### config.mk
export PLATFORM = sky130hd
export DESIGN_NAME = bcd_timekeeper
export DESIGN_NICKNAME = d
export VERILOG_FILES = /design/src/rtl/tk_pkg.sv /design/src/rtl/tk_prescaler.sv /design/src/rtl/tk_calendar.sv /design/src/rtl/bcd_timekeeper.sv
export SDC_FILE = /design/constraint.sdc
export NUM_CORES = 1
export LEC_CHECK = 0
export BUFFER_PORTS_ARGS = -buffer_cell sky130_fd_sc_hd__buf_4
export CORE_MARGIN = 2
export CORE_UTILIZATION = 64
export CTS_BUF_LIST = sky130_fd_sc_hd__clkbuf_4
export DETAILED_ROUTE_END_ITERATION = 10
export PLACE_DENSITY = 0.88
export SYNTH_ARGS = -nofsm -noshare
export SYNTH_HDL_FRONTEND = slang
export SYNTH_SLANG_ARGS = --single-unit
### constraint.sdc
create_clock -name clk -period 8 [get_ports clk]
set_input_delay 1.6 -clock clk [delete_from_list [all_inputs] [get_ports clk]]
set_output_delay 1.6 -clock clk [all_outputs]
set_load 0.05 [all_outputs]
### src/rtl/tk_pkg.sv
package tk_pkg;

   typedef struct packed {
      logic [6:0] sec;
      logic [6:0] min;
      logic [5:0] hour;
      logic [5:0] day;
      logic [2:0] wday;
      logic [4:0] mon;
      logic [7:0] year;
   } tk_time_t;

   localparam int unsigned TK_FIELDS = 7;

   // next BCD value of a two-digit number (caller handles the wrap point)
   function automatic logic [7:0] bcd_next(input logic [7:0] v);
      if (v[3:0] >= 4'd9) return {v[7:4] + 4'd1, 4'd0};
      else                return {v[7:4], v[3:0] + 4'd1};
   endfunction

   // last valid day (BCD) of a month, leap rule: binary year divisible by 4
   function automatic logic [5:0] month_last(input logic [4:0] mon, input logic [7:0] year);
      logic [6:0] ybin;
      ybin = 7'(year[7:4]) * 7'd10 + 7'(year[3:0]);
      case (mon)
         5'h02:                      return (ybin[1:0] == 2'b00) ? 6'h29 : 6'h28;
         5'h04, 5'h06, 5'h09, 5'h11: return 6'h30;
         default:                    return 6'h31;
      endcase
   endfunction

endpackage

### src/rtl/tk_prescaler.sv
module tk_prescaler #(
   parameter int DIV_COUNT = 32768
) (
   input  logic clk,
   input  logic rst_n,
   input  logic hold_reset,
   output logic tick
);
   localparam int CNT_W = $clog2(DIV_COUNT);
   localparam bit IS_POW2 = (DIV_COUNT & (DIV_COUNT - 1)) == 0;
   localparam logic [CNT_W-1:0] LAST = CNT_W'(DIV_COUNT - 1);

   logic [CNT_W-1:0] cnt_q;

   generate
      if (DIV_COUNT < 2) begin : g_bad_div
         $error("tk_prescaler: DIV_COUNT must be at least 2");
      end

      if (IS_POW2) begin : g_wrap
         // natural binary wrap, no terminal compare in the next-state path
         always_ff @(posedge clk or negedge rst_n) begin
            if (!rst_n)          cnt_q <= '0;
            else if (hold_reset) cnt_q <= '0;
            else                 cnt_q <= cnt_q + CNT_W'(1);
         end
      end else begin : g_cmp
         always_ff @(posedge clk or negedge rst_n) begin
            if (!rst_n)              cnt_q <= '0;
            else if (hold_reset)     cnt_q <= '0;
            else if (cnt_q == LAST)  cnt_q <= '0;
            else                     cnt_q <= cnt_q + CNT_W'(1);
         end
         AST_DIV_BOUND: assert property (@(posedge clk) disable iff (!rst_n)
            cnt_q <= LAST) else $error("prescaler out of range");
      end
   endgenerate

   assign tick = !hold_reset && (cnt_q == LAST);

   AST_TICK_SINGLE: assert property (@(posedge clk) disable iff (!rst_n)
      tick |=> !tick) else $error("tick wider than one cycle");
   AST_STOP_QUIET: assert property (@(posedge clk) disable iff (!rst_n)
      hold_reset |=> (cnt_q == '0)) else $error("prescaler ran while stopped");

endmodule

### src/rtl/tk_calendar.sv
module tk_calendar
   import tk_pkg::*;
(
   input  logic                 clk,
   input  logic                 rst_n,
   input  logic                 tick,
   input  logic                 freeze,
   input  logic [TK_FIELDS-1:0] fld_wr,
   input  logic [7:0]           wr_data,
   output tk_time_t             now
);
   tk_time_t t_q, nxt;
   logic     pend_q, any_wr, step;
   logic [7:0] s_inc, m_inc, h_inc, d_inc, mo_inc, y_inc;
   logic     c_min, c_hour, c_day, c_mon, c_year;

   assign any_wr = |fld_wr;
   assign step   = (tick || pend_q) && !freeze && !any_wr;

   assign s_inc  = bcd_next({1'b0, t_q.sec});
   assign m_inc  = bcd_next({1'b0, t_q.min});
   assign h_inc  = bcd_next({2'b00, t_q.hour});
   assign d_inc  = bcd_next({2'b00, t_q.day});
   assign mo_inc = bcd_next({3'b000, t_q.mon});
   assign y_inc  = bcd_next(t_q.year);

   // carry chain: each stage carries only when every lower stage wraps
   assign c_min  = (t_q.sec  == 7'h59);
   assign c_hour = c_min  && (t_q.min  == 7'h59);
   assign c_day  = c_hour && (t_q.hour == 6'h23);
   assign c_mon  = c_day  && (t_q.day  == month_last(t_q.mon, t_q.year));
   assign c_year = c_mon  && (t_q.mon  == 5'h12);

   always_comb begin
      nxt      = t_q;
      nxt.sec  = c_min ? 7'h00 : s_inc[6:0];
      if (c_min)  nxt.min  = (t_q.min == 7'h59) ? 7'h00 : m_inc[6:0];
      if (c_hour) nxt.hour = (t_q.hour == 6'h23) ? 6'h00 : h_inc[5:0];
      if (c_day) begin
         nxt.day  = c_mon ? 6'h01 : d_inc[5:0];
         nxt.wday = (t_q.wday == 3'd6) ? 3'd0 : t_q.wday + 3'd1;
      end
      if (c_mon)  nxt.mon  = (t_q.mon == 5'h12) ? 5'h01 : mo_inc[4:0];
      if (c_year) nxt.year = (t_q.year == 8'h99) ? 8'h00 : y_inc;
   end

   always_ff @(posedge clk or negedge rst_n) begin
      if (!rst_n) begin
         t_q    <= '{sec: 7'h00, min: 7'h00, hour: 6'h00, day: 6'h01,
                     wday: 3'd0, mon: 5'h01, year: 8'h00};
         pend_q <= 1'b0;
      end else begin
         pend_q <= (tick || pend_q) && (freeze || any_wr);
         if (any_wr) begin
            if (fld_wr[0]) t_q.sec  <= wr_data[6:0];
            if (fld_wr[1]) t_q.min  <= wr_data[6:0];
            if (fld_wr[2]) t_q.hour <= wr_data[5:0];
            if (fld_wr[3]) t_q.day  <= wr_data[5:0];
            if (fld_wr[4]) t_q.wday <= wr_data[2:0];
            if (fld_wr[5]) t_q.mon  <= wr_data[4:0];
            if (fld_wr[6]) t_q.year <= wr_data;
         end else if (step) begin
            t_q <= nxt;
         end
      end
   end

   assign now = t_q;

   AST_FREEZE_STABLE: assert property (@(posedge clk) disable iff (!rst_n)
      (freeze && !any_wr) |=> $stable(t_q)) else $error("time moved during hold");
   AST_PEND_DRAIN: assert property (@(posedge clk) disable iff (!rst_n)
      (pend_q && !freeze && !any_wr) |=> (t_q.sec != $past(t_q.sec))) else $error("pending tick lost");
   AST_WR_DEFERS: assert property (@(posedge clk) disable iff (!rst_n)
      (tick && any_wr) |=> pend_q) else $error("tick dropped on write");

endmodule

### src/rtl/bcd_timekeeper.sv
module bcd_timekeeper
   import tk_pkg::*;
#(
   parameter int DIV_COUNT = 32768,
   parameter int ADDR_W    = 4
) (
   input  logic              clk,
   input  logic              rst_n,
   input  logic              hold,
   input  logic              wr_en,
   input  logic [ADDR_W-1:0] addr,
   input  logic [7:0]        wr_data,
   input  logic              rd_en,
   output logic [7:0]        rd_data
);
   localparam int TIME_BASE = 4;
   localparam logic [ADDR_W-1:0] A_CTRL = ADDR_W'(0);
   localparam logic [ADDR_W-1:0] A_SEC  = ADDR_W'(TIME_BASE);
   localparam logic [ADDR_W-1:0] A_LAST = ADDR_W'(TIME_BASE + TK_FIELDS - 1);
   localparam int STOP_BIT = 5;
   localparam int LOAD_BIT = 0;

   generate
      if (ADDR_W < 4) begin : g_bad_addr
         $error("bcd_timekeeper: ADDR_W must cover the time registers");
      end
   endgenerate

   logic stop_q, load_q, osf_q, tick;
   logic [TK_FIELDS-1:0] fld_wr;
   logic [7:0] rd_mux;
   tk_time_t now;

   generate
      for (genvar i = 0; i < TK_FIELDS; i++) begin : g_fld
         assign fld_wr[i] = wr_en && (addr == ADDR_W'(TIME_BASE + i));
      end
   endgenerate

   always_ff @(posedge clk or negedge rst_n) begin
      if (!rst_n) begin
         stop_q <= 1'b0;
         load_q <= 1'b0;
         osf_q  <= 1'b1;
      end else begin
         if (wr_en && addr == A_CTRL) begin
            stop_q <= wr_data[STOP_BIT];
            load_q <= wr_data[LOAD_BIT];
         end
         if (fld_wr[0]) osf_q <= wr_data[7];
      end
   end

   tk_prescaler #(.DIV_COUNT(DIV_COUNT)) u_presc (
      .clk(clk), .rst_n(rst_n), .hold_reset(stop_q), .tick(tick)
   );

   tk_calendar u_cal (
      .clk(clk), .rst_n(rst_n), .tick(tick), .freeze(hold),
      .fld_wr(fld_wr), .wr_data(wr_data), .now(now)
   );

   always_comb begin
      rd_mux = 8'h00;
      case (addr)
         A_CTRL:                rd_mux = {2'b00, stop_q, 4'b0000, load_q};
         ADDR_W'(TIME_BASE+0):  rd_mux = {osf_q, now.sec};
         ADDR_W'(TIME_BASE+1):  rd_mux = {1'b0, now.min};
         ADDR_W'(TIME_BASE+2):  rd_mux = {2'b00, now.hour};
         ADDR_W'(TIME_BASE+3):  rd_mux = {2'b00, now.day};
         ADDR_W'(TIME_BASE+4):  rd_mux = {5'b00000, now.wday};
         ADDR_W'(TIME_BASE+5):  rd_mux = {3'b000, now.mon};
         ADDR_W'(TIME_BASE+6):  rd_mux = now.year;
         default:               rd_mux = 8'h00;
      endcase
   end

   always_ff @(posedge clk or negedge rst_n) begin
      if (!rst_n)     rd_data <= 8'h00;
      else if (rd_en) rd_data <= rd_mux;
   end

   AST_FLAG_KEEP: assert property (@(posedge clk) disable iff (!rst_n)
      !(wr_en && addr == A_SEC) |=> $stable(osf_q)) else $error("flag changed without write");
   AST_UNMAPPED_ZERO: assert property (@(posedge clk) disable iff (!rst_n)
      (rd_en && addr > A_LAST) |=> (rd_data == 8'h00)) else $error("unmapped read nonzero");
   AST_RD_HOLD: assert property (@(posedge clk) disable iff (!rst_n)
      !rd_en |=> $stable(rd_data)) else $error("read data moved");

endmodule

==> Word level (Yosys, flattened, before mapping) <==
Index checks and enable logic that the tools add are counted.
{ "word_totals": {"register_bits": 69, "latch_bits": 0, "ramBits": 0, "rom_bits": 0, "in_bits": 17, "output_inout_bits": 8, "word_cells": 149, "mem_count": 0} }
{ "classes": {"add_sub_neg": 15, "mul": 1, "n_div": 0, "magnitude_cmp": 6, "eq_ne": 27, "shift": 0, "n_mux": 31, "n_bitwise": 0, "n_reduce_logical": 50} }
{ "op_table": {"columns": ["cell", "count"], "rows": [
  ["$mux W42", 2],
  ["$pmux W8 S8", 1],
  ["$mux W7", 7],
  ["$mux W6", 7],
  ["$mux W8", 4],
  ["$add A4 B1 Y4 const B", 7],
  ["$ge A4 B4 Y1 const B", 6],
  ["$reduce_and A3 Y1", 7],
  ["$mux W5", 4],
  ["$reduce_and A4 Y1", 5],
  ["$reduce_bool A3 Y1", 6],
  ["$eq A4 B3 Y1 const B", 4],
  ["$logic_and A1 B1 Y1", 16],
  ["$add A15 B1 Y15 const B", 1],
  ["$eq A15 B15 Y1 const B", 1],
  ["$mux W15", 1],
  ["$eq A7 B7 Y1 const B", 2],
  ["$ne A2 B2 Y1 const B", 7],
  ["$eq A4 B4 Y1 const B", 3],
  ["$pmux W6 S2", 1],
  ["$reduce_bool A2 Y1", 6],
  ["$eq A5 B3 Y1 const B", 2],
  ["$eq A5 B5 Y1 const B", 2],
  ["$add A3 B1 Y3 const B", 3],
  ["other kinds (20)", 25]
]} }

==> Logic depth before layout (Yosys ltp) <==
{ "logic_depth": {"depth_word": 11, "mapped_depth": 10, "ltp_nobuf": 8} }

==> Cells and area by module <==
Synthesis repeated with hierarchy kept, for this count alone.
{ "hier_totals": {"cells_unflattened": 543, "hier_area_um2": 4832.1} }
{ "modules_own_cells": {"columns": ["mod", "instances", "cells_per_inst", "area_per_inst_um2", "seq_area_each_um2"], "rows": [
  ["tk_calendar", 1, 361, 3158.0, 1078.5],
  ["bcd_timekeeper", 1, 107, 929.6, 276.5],
  ["tk_prescaler", 1, 75, 744.5, 375.4]
]} }

==> Least setup slack after synthesis <==
No wires, ideal clock.
{ "synth_path": {"kind": "input port to flip-flop", "from": "in addr[2]", "to": "reg u_cal.t_q (netlist bit u_cal.now[34])", "setup_time_ps": 121, "arrival_time_ps": 3306, "required_ps": 7879, "setup_slack_ps": 4573, "path_stages": 9, "path_buffers": 3, "path_cell_list": "buf_2 -> nor2b_1 -> clkbuf_1 -> a311oi_1 -> o21a_1 -> a22o_1 -> clkbuf_1 -> o211ai_1 -> a22o_1"} }
{ "synth_via": {"elab_chain_cells": 7, "elab_cells_between_ends": 23, "cone_classes": "8 x eq/ne; 1 x mux; 14 x reduce/logical"} }
{ "synth_rtl": {"columns": ["element", "line_no", "rtl"], "rows": [
  ["from (decl)", "bcd_timekeeper.sv:11", "input logic [ADDR_W-1:0] addr,"],
  ["$eq A4 B3 Y1 or $eq A4 B4 Y1 (tied branches)", "bcd_timekeeper.sv:36", "assign fld_wr[i] = wr_en && (addr == ADDR_W'(TIME_BASE + i));"],
  ["$logic_and A1 B1 Y1", "bcd_timekeeper.sv:36", null],
  ["$reduce_or A7 Y1", "tk_calendar.sv:17", "assign any_wr = |fld_wr;"],
  ["$logic_not A1 Y1", "tk_calendar.sv:18", "assign step = (tick || pend_q) && !freeze && !any_wr;"],
  ["$logic_and A1 B1 Y1", "tk_calendar.sv:18", null],
  ["$reduce_bool A2 Y1 (no source line)", null, null],
  ["$reduce_and A4 Y1 (no source line)", null, null],
  ["to (signal assigned)", "tk_calendar.sv:49", "t_q <= '{sec: 7'h00, min: 7'h00, hour: 6'h00, day: 6'h01,"],
  ["to (signal assigned)", "tk_calendar.sv:63", "t_q <= nxt;"],
  ["to (decl)", "tk_calendar.sv:12", "tk_time_t t_q, nxt;"]
]} }
Several ways; a longest one is shown, not always the timed one.
A chain may end at the register's enable or synchronous reset.

==> Final worst setup path <==
{ "layout_path": {"from": "in addr[3]", "to": "reg u_cal.t_q (netlist bit u_cal.now[28])"} }
{ "layout_via": {"elab_chain_cells": 7, "elab_cells_between_ends": 22, "cone_classes": "8 x eq/ne; 1 x mux; 13 x reduce/logical"} }
{ "layout_rtl": {"columns": ["element", "line_no"], "rows": [
  ["$eq A4 B3 Y1 or $eq A4 B4 Y1 (tied branches)", "bcd_timekeeper.sv:36"],
  ["$logic_and A1 B1 Y1", "bcd_timekeeper.sv:36"],
  ["$reduce_or A7 Y1", "tk_calendar.sv:17"],
  ["$logic_not A1 Y1", "tk_calendar.sv:18"],
  ["$logic_and A1 B1 Y1", "tk_calendar.sv:18"],
  ["$reduce_bool A2 Y1 (no source line)", null],
  ["$reduce_and A3 Y1 (no source line)", null]
]} }
Several ways; a longest one is shown, not always the timed one.

==> impl_metrics.toml <==
[synth]
synth_top_family_by_area = "compound AO/OA/AOI/OAI gates"
synth_area_per_cell_um2 = 9.087
synth-edff-count = 0
synth_warnings = 0
synthMuxAreaShare_pct = 5.061
synth_common_cells = "dfrtp_1, nand2_1, inv_1"
async_flop_share_pct = 100.0
synth_compound_area_share_pct = 24.93
synthAdderAreaFrac_pct = 7.347
yosysSeqAreaShare_pct = 37.63
synth_top_area_share_pct = 35.92
synthTopCellsByArea = "dfrtp_1, ha_1, o21ai_0"
synth_largest_area_cell = "dfrtp_1"
syn_inst = 506
synthXorXnorAreaFrac_pct = 2.286
synth-simple-area-share_pct = 17.90
syn_nets = 550
synth_ff_type = "dfrtp_1"
synth_cell_types = 67
syn-cell-area_um2 = 4598
yosysMostFrequentCell = "dfrtp_1"
synth-seq-cells = 69

[floorplan]
core.rowCount = 30
start_util_pct = 66.94
core_area_um2 = 6869
fp.dieH_um = 88.76
die_w_um = 88.76
die_area_um2 = 7878
io_pins = 25

[detailed_routing]
route.detailed.drc = 0
first_iter_violations = 548
wirelength_um = 12300
vias = 4202
routedWlPerCell_um = 19.75
dr.pass1.iters = 7
vias_per_cell = 6.745
postRouteAntennaNets = 0

[clock_network]
holdBufCountCts = 0
cts_tree = "yes"
post_cts_buffers = 0
cts_resized = 0
clk_pin_slew_worst_paths_ns = 0.12
root_buffer = "clkbuf_4"
h-tree-depth = 3
numCtsBuffers = 9
clock_sinks = 69
clock_latency_ns = 0.45
clockBufferDepth = 2

[worst_setup_path]
cp.depth = 8
critPathTopFamily = "simple AND/OR/NAND/NOR gates"
required_ns = 8.37
critPathCapture = "u_cal.now[28]"
cp-startpoint = "addr[3]"
cpMaxStageDelayCell = "nor2b_1"
startpoint_type = "input port"
crit_top_cell = "buf_4"
max_stage_delay_ns = 0.61
r2r-end = "u_cal.now[5]"
r2r-start = "u_cal.now[8]"
worst-path-buf-inv = 2
end_kind = "register"
arrival_ns = 4.17
critPathKind = "in -> reg"
r2r_slack_ns = 4.92
crit_path_cell_trace = "buf_4 -> nor2b_1 -> a21oi_1 -> nor2_2 -> buf_4 -> nand2_1 -> o211ai_1 -> o21a_1"
crit_fanout = 18
rr_worst_depth = 8

[final_layout]
diodes = 0
layout-drive-gt1-share_pct = 12.52
area.growth.synth_to_final_pct = 7.728
fin_area_um2 = 4954
finalNonFillerCells = 623
fin_nets = 566
fillers = 537

[global_route]
track_usage_pct = 32.84
use_met2_pct = 51.02
grt.busiest_layer = "met2"
grt_use_met1_pct = 44.33
grt_pass1_wl_um = 19720
gr-total-overflow = 0
grt_pass1_vias = 3888
met3_usage_pct = 7.929
grt_max_degree = 70
grt_antenna_before_repair = 0

[place]
dp_hpwl_um = 8828
place_congestion = 1.010
portBuffers = 24
place_area_um2 = 4828
dp_cells = 607

[timing]
setup_viol = 0
fin_crit_ns = 3.796
rsz0062_at_grt = "false"
tns_ns = 0
slew_headroom_pct = 41.49
fmax_ghz = 0.2634
skew_ns = 0.02482
tightest_slew_ns = 0.8777
hold_viol = 0
maxSlewViolCount = 0
post-route-period-util_pct = 47.45

[hold_path]
hold_path_class = "reg -> reg"

[power]
peakVddDrop_uv = 186.7
p_per_area_nw_per_um2 = 236.6
leakage_nw = 2.135

[status]
status = "complete, no violations"

[flow_run]
cap_violations = 0
## metal layers
layer,wire length [um],vias to the layer above
met4,393,0
met3,1186,49
met2,5606,219
met5,0,-
met1,5118,2025
li1,-,1909
## where the power goes
| group | switching [W] | internal [W] |
|---|---|---|
| sequential | 0.000139 | 0.000426 |
| clock | 0.000143 | 0.0000671 |
| combinational | 0.000221 | 0.000176 |
## cell type report
cell class	instances	area [um2]	area share, %
Clock buffer	9	67.56	1.364
Clock inverter	7	57.56	1.162
Inverter	38	142.6	2.880
Multi-Input combinational cell	379	2648	53.45
Sequential cell	69	1730	34.93
Tap cell	96	120.1	2.425
Timing Repair Buffer	25	187.7	3.789
## kinds of logic (layout without fill, tap and decap cells)
group | Yosys count | count (layout)
and+or+nand+nor | 158 | 158
AOI/OAI and AO/OA | 162 | 162
buffers and inverters | 58 | 79
xor gates and xnor gates | 12 | 12
DFF | 69 | 69
muxes | 20 | 20
adders and majority gates | 27 | 27
## flip-flops by register name (all words and copies together) (netlist names)
register	count
u_cal.pend_q	1
osf_q	1
stop_q	1
u_presc.cnt_q	15
u_cal.now	42
rd_data	8
load_q	1
## per-stage QoR
step	hold WS (ns)	worst slack (ns)	power, W	util (%)
5_1_grt	0.4940	4.127	0.001246	72.11
4_1_cts	0.4650	4.345	0.001163	72.11
3_3_place_gp	0.4372	4.052	0.0009328	70.29
3_5_place_dp	0.4461	3.925	0.0009535	70.29
6_report	0.4589	4.204	0.001172	72.11
2_1_floorplan	0.4248	4.573	0.0008244	-
## cells in the final DEF, fill, tap and decap left out, types with 10 or more instances in the layout
cell	instances
dfrtp_1	66
nand2_1	43
inv_1	38
o21ai_0	33
nor2_1	30
ha_1	27
buf_4	25
a21oi_1	21
nand3_1	20
a22o_1	16
o31ai_1	15
o22ai_1	14
o211ai_1	10
mux2_2	10
## worst min-delay path by stage
stage / startpoint / to / slack [ns] / cells after the start
finish: u_presc.cnt_q[0] / u_presc.cnt_q[0] / 0.46 / 1
global route: u_presc.cnt_q[0] / u_presc.cnt_q[0] / 0.49 / 1
CTS: u_presc.cnt_q[0] / u_presc.cnt_q[0] / 0.47 / 1
detailed placement: u_presc.cnt_q[0] / u_presc.cnt_q[0] / 0.45 / 1
global placement: u_presc.cnt_q[0] / u_presc.cnt_q[0] / 0.44 / 1
floorplan: u_presc.cnt_q[0] / u_presc.cnt_q[0] / 0.42 / 1
(Power assumes the default switching activity.)
